File: config.mk
export PLATFORM = sky130hd
export DESIGN_NAME = slice_alu
export DESIGN_NICKNAME = d
export VERILOG_FILES = /design/src/rtl/slice_alu.sv
export SDC_FILE = /design/constraint.sdc
export NUM_CORES = 1
export LEC_CHECK = 0
export BUFFER_PORTS_ARGS = -buffer_cell sky130_fd_sc_hd__buf_2
export CORE_MARGIN = 10
export CORE_UTILIZATION = 50
export DETAILED_ROUTE_END_ITERATION = 8
export GPL_ROUTABILITY_DRIVEN = 0
export PLACE_DENSITY_LB_ADDON = 0.12
export SLEW_MARGIN = 20
export SYNTH_ARGS = -nofsm -noshare
export SYNTH_HDL_FRONTEND = slang
export SYNTH_SLANG_ARGS = --single-unit
File: constraint.sdc
create_clock -name vclk -period 64.6
set_input_delay 12.92 -clock vclk [all_inputs]
set_output_delay 12.92 -clock vclk [all_outputs]
set_load 0.1 [all_outputs]
File: src/rtl/slice_alu.sv
module slice_alu #(
  parameter int W = 32
) (
  input  logic [W-1:0] opa,
  input  logic [W-1:0] opb,
  input  logic         inv_a,
  input  logic         inv_b,
  input  logic [1:0]   func,
  output logic [W-1:0] res,
  output logic         is_zero,
  output logic         ovf,
  output logic         cout
);
  localparam int MSB = W - 1;

  logic [W-1:0] ea, eb, sm, less;
  logic [W:0]   cy;
  logic         set_bit;

  assign ea = inv_a ? ~opa : opa;
  assign eb = inv_b ? ~opb : opb;

  always_comb begin
    cy[0] = inv_b;
    for (int i = 0; i < W; i++) begin
      sm[i]     = ea[i] ^ eb[i] ^ cy[i];
      cy[i + 1] = (ea[i] & eb[i]) | (cy[i] & (ea[i] ^ eb[i]));
    end
  end

  assign ovf     = cy[W] ^ cy[MSB];
  assign cout    = cy[W];
  assign set_bit = sm[MSB] ^ ovf;
  assign less    = {{(W-1){1'b0}}, set_bit};

  genvar g;
  generate
    for (g = 0; g < W; g++) begin : g_slice
      always_comb begin
        unique case (func)
          2'b00:   res[g] = ea[g] & eb[g];
          2'b01:   res[g] = ea[g] | eb[g];
          2'b10:   res[g] = sm[g];
          default: res[g] = less[g];
        endcase
      end
    end
  endgenerate

  assign is_zero = ~|res;

  always_comb begin
    if (!inv_a && !inv_b && func == 2'b10)
      AST_ADD_SUM: assert ({cout, res} == ({1'b0, opa} + {1'b0, opb}));
    if (!inv_a && inv_b && func == 2'b11)
      AST_SLT_SIGNED: assert (res[0] == ($signed(opa) < $signed(opb)));
    if (inv_a && inv_b && func == 2'b00)
      AST_NOR_WORD: assert (res == ~(opa | opb));
    if (func == 2'b11)
      AST_SLT_UPPER: assert (res[MSB:1] == '0);
    AST_ZERO_FLAG: assert (is_zero == (res == {W{1'b0}}));
  end
endmodule

# --- Word level (Yosys, flattened, before mapping) ---
# Cells that the tools add are included.
classes:
  add_sub_neg: 0
  n_mul: 0
  div: 0
  n_lt_le_gt_ge: 0
  n_eq_ne: 2
  n_shift: 0
  n_mux: 34
  bitwise: 196
  n_reduce_logical: 3
ops:
  columns: ["cell", "count"]
  rows:
  - ["1-bit one-hot mux with 3 select lines", 32]
  - ["1-bit XOR", 66]
  - ["1-bit bitwise AND", 64]
  - ["32-bit two-way mux", 2]
  - ["32-bit NOT", 2]
  - ["1-bit OR", 64]
  - ["32-bit OR reduction", 1]
  - ["2-bit by 1-bit equality test with 1-bit output (second input constant)", 1]
  - ["2-bit equality test (second input constant)", 1]
  - ["2-bit logical NOT", 1]
  - ["1-bit logical NOT", 1]
totals:
  ff_bits: 0
  latch_bits: 0
  ramBits: 0
  romBits: 0
  n_memories: 0

# --- Longest topological paths before layout ---
# Gate-level depths: netlist of run 1.
logic_depth:
  word_depth: 72
  depth_mapped: 40

# --- Worst setup path after synthesis of run 1 ---
# OpenSTA, ideal clock, no wires.
synth_path:
  path_kind: "input to output"
  start: "in inv_a"
  end: "out is_zero"
  arrival_ns: 27.671
  t_required_ns: 51.680
  slack_ns: 24.009
  cell_stages: 39
  path_cell_list: "clkbuf_1 > buf_2 > xor2_1 > fa_1 > fa_1 > inv_1 > fa_1 > fa_1 > fa_1 > fa_1 > fa_1 > fa_1 > fa_1 > fa_1 > fa_1 > fa_1 > fa_1 > fa_1 > [3 not listed] > fa_1 > fa_1 > fa_1 > fa_1 > fa_1 > fa_1 > fa_1 > fa_1 > fa_1 > fa_1 > fa_1 > fa_1 > fa_1 > fa_1 > o22ai_1 > nor4_1 > nand4_1 > nor3_2"
synth_between:
  word_cells_on_any_way: 229
  cone_classes: "mux: 33; bitwise: 194; reduce/logical: 2"
synth_rtl:
  columns: ["item", "line", "text"]
  rows:
  - ["start, declared", "6", "input logic inv_a,"]
  - ["32-bit two-way mux *", "20", "assign ea = inv_a ? ~opa : opa;"]
  - ["1-bit XOR", "27", "cy[i + 1] = (ea[i] & eb[i]) | (cy[i] & (ea[i] ^ eb[i]));"]
  - ["1-bit bitwise AND", "27", null]
  - ["1-bit OR", "27", null]
  - ["1-bit bitwise AND", "27", null]
  - ["1-bit OR", "27", null]
  - ["1-bit bitwise AND", "27", null]
  - ["1-bit OR", "27", null]
  - ["[53 not listed]", null, null]
  - ["1-bit OR", "27", null]
  - ["1-bit bitwise AND", "27", null]
  - ["1-bit OR", "27", null]
  - ["1-bit XOR", "26", "sm[i] = ea[i] ^ eb[i] ^ cy[i];"]
  - ["1-bit one-hot mux with 3 select lines *", "40", "unique case (func)"]
  - ["named net res[31]", "9", "output logic [W-1:0] res,"]
  - ["32-bit OR reduction *", "50", "assign is_zero = ~|res;"]
  - ["1-bit logical NOT *", "50", null]
  - ["end, declared", "10", "output logic is_zero,"]
# Mark *: on every way through the listed nets, which the timed path passes. The rest lies on a longest branch.

# --- Worst setup path in the final report of run 1 ---
layout_path:
  start: "in inv_a"
  end: "out is_zero"
layout_between:
  elab_chain_cells: 71
  word_cells_on_any_way: 229
  cone_classes: "mux: 33; bitwise: 194; reduce/logical: 2"
layout_lines:
  columns: ["item", "line", "text"]
  rows:
  - ["32-bit two-way mux *", "20", null]
  - ["1-bit XOR", "26, 27", null]
  - ["1-bit bitwise AND", "27", null]
  - ["1-bit OR", "27", null]
  - ["1-bit bitwise AND", "27", null]
  - ["1-bit OR", "27", null]
  - ["1-bit bitwise AND", "27", null]
  - ["1-bit OR", "27", null]
  - ["[55 not listed]", null, null]
  - ["1-bit OR", "27", null]
  - ["1-bit bitwise AND", "27", null]
  - ["1-bit OR", "27", null]
  - ["1-bit XOR", "31", "assign ovf = cy[W] ^ cy[MSB];"]
  - ["1-bit XOR", "33", "assign set_bit = sm[MSB] ^ ovf;"]
  - ["1-bit one-hot mux with 3 select lines", "40", null]
  - ["32-bit OR reduction *", "50", null]
  - ["1-bit logical NOT *", "50", null]
# Every way passes the cells marked *; elsewhere a longest branch is shown, timed or not.

==> results of run 1 <==
per-stage QoR:
| step | instances | power, mW | hold WS [ns] | util [%] | area (um^2) |
|---|---|---|---|---|---|
| 2_1_floorplan | 360 | 0.0536 | 26.54 | - | 3100 |
| 3_3_place_gp | 521 | 0.0645 | 26.65 | 60.5 | 3600 |
| 3_5_place_dp | 521 | 0.0655 | 26.64 | 60.5 | 3600 |
| 4_1_cts | 521 | 0.0658 | 26.65 | 60.5 | 3600 |
| 5_1_grt | 521 | 0.0713 | 26.71 | 60.5 | 3600 |
| 6_report | 521 | 0.0651 | 26.65 | 60.5 | 3600 |
worst paths after layout:
| check | start | end | slack [ns] |
|---|---|---|---|
| hold / removal | opb[3] | res[3] | 26.65 |
| setup / recovery | inv_a | is_zero | 24.36 |
routing by layer:
layer	wire, um	part of all wire, %
met1	3400	46
met4	14	0.19
met2	3590	48
met3	432	5.8
met5	0	0
area by class of cell:
class	instances	area share [%]
tap	75	2.61
multi-input combinational	251	73.2
inverter	89	9.28
timing repair buffer	106	14.9
Yosys cell counts (all sizes together):
master / count
inv: 89
xor2: 65
ha: 64
fa: 32
o22ai: 31
mux2i: 20
buf: 18
nand2: 13
o21ai: 11
nor4: 8
clkbuf: 2
a21oi: 1
mux4: 1
nand2b: 1
nand4: 1
nor2: 1
nor3: 1
xnor2: 1
cells by family after synthesis:
group           count (synthesis)
compound gates                 43
mux                            21
fa+ha+maj                      96
xor+xnor                       66
buf+inv                       109
simple gates                   25
power by group through the flow:
stage                     combinational, mW  sequential [mW]  clock, mW
after floorplan                      0.0536                0          0
after global placement               0.0645                0          0
after detailed placement             0.0655                0          0
after CTS                            0.0658                0          0
after global routing                 0.0713                0          0
final                                0.0651                0          0
==> results.yml, run 1 <==
timing:
  rsz0062_at_grt: "no"
  period_needed_ns: 40.24
  fin_crit_sh_pct: 62.3
  tightest_slew_ns: 0.676
  worst_slack_ns: 24.36
  fin_setup_tns_ns: 0
  finalHoldViolations: 0
  finalMaxSlewViolations: 0
  finalSetupViolCount: 0
  max_freq_mhz: 24.9
  maxSlewHeadroom_pct: 54.9
floorplan:
  ios: 103
  dieArea_mm2: 0.00975
  coreArea_mm2: 0.00596
  die_w_um: 98.7
  fp-row-count: 28
  die_h_um: 98.7
  initial_core_util_pct: 52.1
critical_path:
  slowest_delay_ns: 0.50
  crit_buf_inv: 4
  cp.required_ns: 51.68
  critical_path_class: "in -> out"
  cp.arrival_ns: 27.32
  startpoint_type: "input port"
  cp_top_family: "adder cells"
  path_depth: 41
  crit_path_end_kind: "primary output"
  worst_path_max_delay_cell: "mux4_2"
  cp_max_fo: 32
  worst_path_most_repeated_cell: "fa_1"
yosys:
  synthMuxAreaShare_pct: 7.18
  synth_top_family_by_area: "adder cells"
  avgSynthCellArea_um2: 8.61
  synth-xor-area-share_pct: 18.6
  yosys.area_share.simple_pct: 4.48
  synthTopCellsByArea: "ha_1, fa_1, xor2_1, inv_1, mux2i_1"
  synth_warnings: 0
  synth_top_cell_area_share_pct: 25.8
  synth_compound_area_share_pct: 8.19
  synthAdderAreaFrac_pct: 46.5
  synth_area_mm2: 0.00310
  ys_seq_area_share_pct: 0
  yosysTopAreaCell: "ha_1"
  ys_types: 22
  syn_nets: 524
  synthCells: 360
grt:
  grt_use_met3_pct: 2.58
  grt_overflow_total: 0
  grt_pass1_wl_mm: 12.8
  grt_pass1_vias: 2818
  antenna_found_initial: 0
  met2_usage_pct: 27.1
  grt_max_degree: 45
  grt_usage_pct: 14.9
  top_usage_layer: "met2"
  use_met1_pct: 18.7
final_layout:
  layout_commonest_cell: "buf_2"
  seq_area_um2: 0
  final_layout_size_suffix_gt1_share_pct: 24.7
  area_delta_synth_final_pct: 16.1
  nFlopsAndLatches: 0
  nFillCells: 566
  final_nets: 612
  antenna_cells: 0
  multi_input_area_mm2: 0.00264
  num-clock-buffers: 0
  most-common-layout-cells: "buf_2, inv_1, xor2_1"
pwr:
  power_frac_comb_pct: 100.0
  ir_drop_uv: 21.4
  switching_share_pct: 76.0
  p_switching_uw: 49.5
  power_leakage_nw: 2.09
  p_seq_share_pct: 0
  intPower_uw: 15.6
  pwr-share-clk_pct: 0
  power.density_mw_per_mm2: 18.1
routing:
  firstDrtPassIters: 4
  wl_mm: 7.44
  dr_total_vias: 2511
  ant_nets: 0
  drc_errors: 0
  wl_per_cell_um: 14.3
  vias_per_cell: 4.82
  drt_iter0_markers: 77
placement:
  hpwl_mm: 6.15
  pre_cts_ws_ns: 24.35
  port_buffers: 103
flow_run:
  cap_violations: 0
cts:
  post_cts_resized: 0
  cts-hold-fix-buffers: 0
  post_cts_buffers: 0
worst_hold_path:
  hp-class: "in -> out"
  hold_depth: 6
status:
  outcome: "finished, final reports clean"
(Power assumes the default switching activity.)
==> run 2: changes to the inputs <==
ABC_AREA = 1   (was default)
clock period = 38.6 ns   (was 64.6 ns; I/O delays follow)
==> run 2 against run 1 <==
Against the previous run:
- sequential share of layout area stayed put
- flip-flop and latch count stayed put
- total power is 79% higher
- die area is 10% higher
- core utilization is 1.5 points lower
- synthesized area is 13% higher
- clock-buffer cell count stayed put
- via count is 14% higher
- first-iteration DRC count is 19% lower
- cell area is 11% higher
- routed wire length is 3.9% higher
- non-clock buffer count is 1 lower
==> results.yml, run 2 <==
final_layout:
  final_nets: 730
  nFlopsAndLatches: 0
  layout_commonest_cell: "inv_1"
  nFillCells: 668
  num-clock-buffers: 0
  final_layout_size_suffix_gt1_share_pct: 24.5
  most-common-layout-cells: "inv_1, buf_2, nand2_1"
  area_delta_synth_final_pct: 14.6
  multi_input_area_mm2: 0.00286
  final_util_pct: 58.9
  fin_cells: 660
  antenna_cells: 0
  seq_area_um2: 0
grt:
  grt_usage_pct: 14.1
  antenna_found_initial: 0
  grt_pass1_wl_mm: 13.4
  grt_max_degree: 36
  grt_pass1_vias: 3027
  grt_overflow_total: 0
floorplan:
  dieArea_mm2: 0.0107
  ios: 103
  fp-row-count: 30
  die_h_um: 104
  initial_core_util_pct: 51.4
  coreArea_mm2: 0.00679
  die_w_um: 104
cts:
  post_cts_buffers: 0
  post_cts_resized: 0
  cts-hold-fix-buffers: 0
yosys:
  synthTopCellsByArea: "ha_1, fa_1, xnor2_1, inv_1, nand2_1"
  synthCells: 476
  syn_nets: 640
  yosysTopAreaCell: "ha_1"
  ys_seq_area_share_pct: 0
  synth_warnings: 0
  synth_top_cell_area_share_pct: 22.9
  yosys.cell_count.top_type: "inv_1"
  synth_area_mm2: 0.00349
  ys_types: 21
  avgSynthCellArea_um2: 7.34
  synth_common_cells: "inv_1, nand2_1, ha_1"
timing:
  rsz0062_at_grt: "no"
  tightest_slew_ns: 0.850
  finalHoldViolations: 0
  maxSlewHeadroom_pct: 43.2
  period_needed_ns: 29.59
  fin_setup_tns_ns: 0
  finalSetupViolCount: 0
  finalMaxSlewViolations: 0
  fin_crit_sh_pct: 76.7
  max_freq_mhz: 33.8
worst_hold_path:
  hp-class: "in -> out"
critical_path:
  worst_path_max_delay_cell: "fa_1"
  cp_top_family: "adder cells"
  cp_max_fo: 32
  startpoint_type: "input port"
  critical_path_class: "in -> out"
  crit_path_end_kind: "primary output"
  cp.required_ns: 30.88
  cp.arrival_ns: 21.87
  crit_buf_inv: 5
  worst_path_most_repeated_cell: "fa_1"
  slowest_delay_ns: 0.51
routing:
  wl_per_cell_um: 11.7
  ant_nets: 0
  drc_errors: 0
  firstDrtPassIters: 4
  wl_mm: 7.73
  vias_per_cell: 4.32
  dr_total_vias: 2854
  drt_iter0_markers: 62
pwr:
  power.density_mw_per_mm2: 29.1
  power_leakage_nw: 2.36
  ir_drop_uv: 31.0
  p_total_uw: 116
placement:
  dp_cells: 660
  port_buffers: 103
  hpwl_mm: 6.51
status:
  outcome: "finished, final reports clean"
flow_run:
  cap_violations: 0
## run 2: path summary, 6_finish.rpt
| path | startpoint | end | depth (start not counted) |
|---|---|---|---|
| min | func[0] | res[1] | 4 |
| max | inv_a | is_zero | 44 |
## run 2: cell type report
| class | instances | area share, % |
|---|---|---|
| Tap cell | 96 | 3.00 |
| Inverter | 127 | 12.2 |
| Multi-Input combinational cell | 332 | 71.5 |
| Timing Repair Buffer | 105 | 13.3 |
## run 2: where the power goes
group          total (mW)  internal [mW]  switching (mW)
combinational       0.116         0.0289          0.0876
sequential              0              0               0
clock                   0              0               0
total               0.116         0.0289          0.0876
## run 2: worst min-delay path: cells and delay by family
kind / cells / cell delay (ns)
buffers and inverters: 2 / 0.50
and+or+nand+nor: 2 / 0.21
## run 2: per-stage QoR
stage                     worst slack, ns  hold slack, ns  cell area, um^2
after global placement               9.22           16.16             4000
after global routing                 8.46           16.18             4000
after CTS                            8.99           16.16             4000
after detailed placement             9.02           16.16             4000
final                                9.01           16.15             4000
after floorplan                      9.13           16.06             3490
## run 2: kinds of logic after synthesis
kind of cell	after synthesis	share of synthesized area [%]
XOR/XNOR	65	16.3
AO/OA/AOI/OAI	3	0.501
buffers and inverters	144	18.0
AND/OR/NAND/NOR	168	23.9
adder cells (fa/ha/maj)	96	41.3
## run 2: routing by layer
| metal | share of wire (%) | up-vias | GRT usage, % | routed length [um] |
|---|---|---|---|---|
| met5 | 0 | - | 0 | 0 |
| met4 | 0.18 | 0 | 0.806 | 14 |
| met3 | 3.8 | 2 | 1.80 | 295 |
| met2 | 53 | 56 | 27.6 | 4060 |
| met1 | 43 | 1287 | 16.3 | 3360 |
| li1 | - | 1509 | - | - |
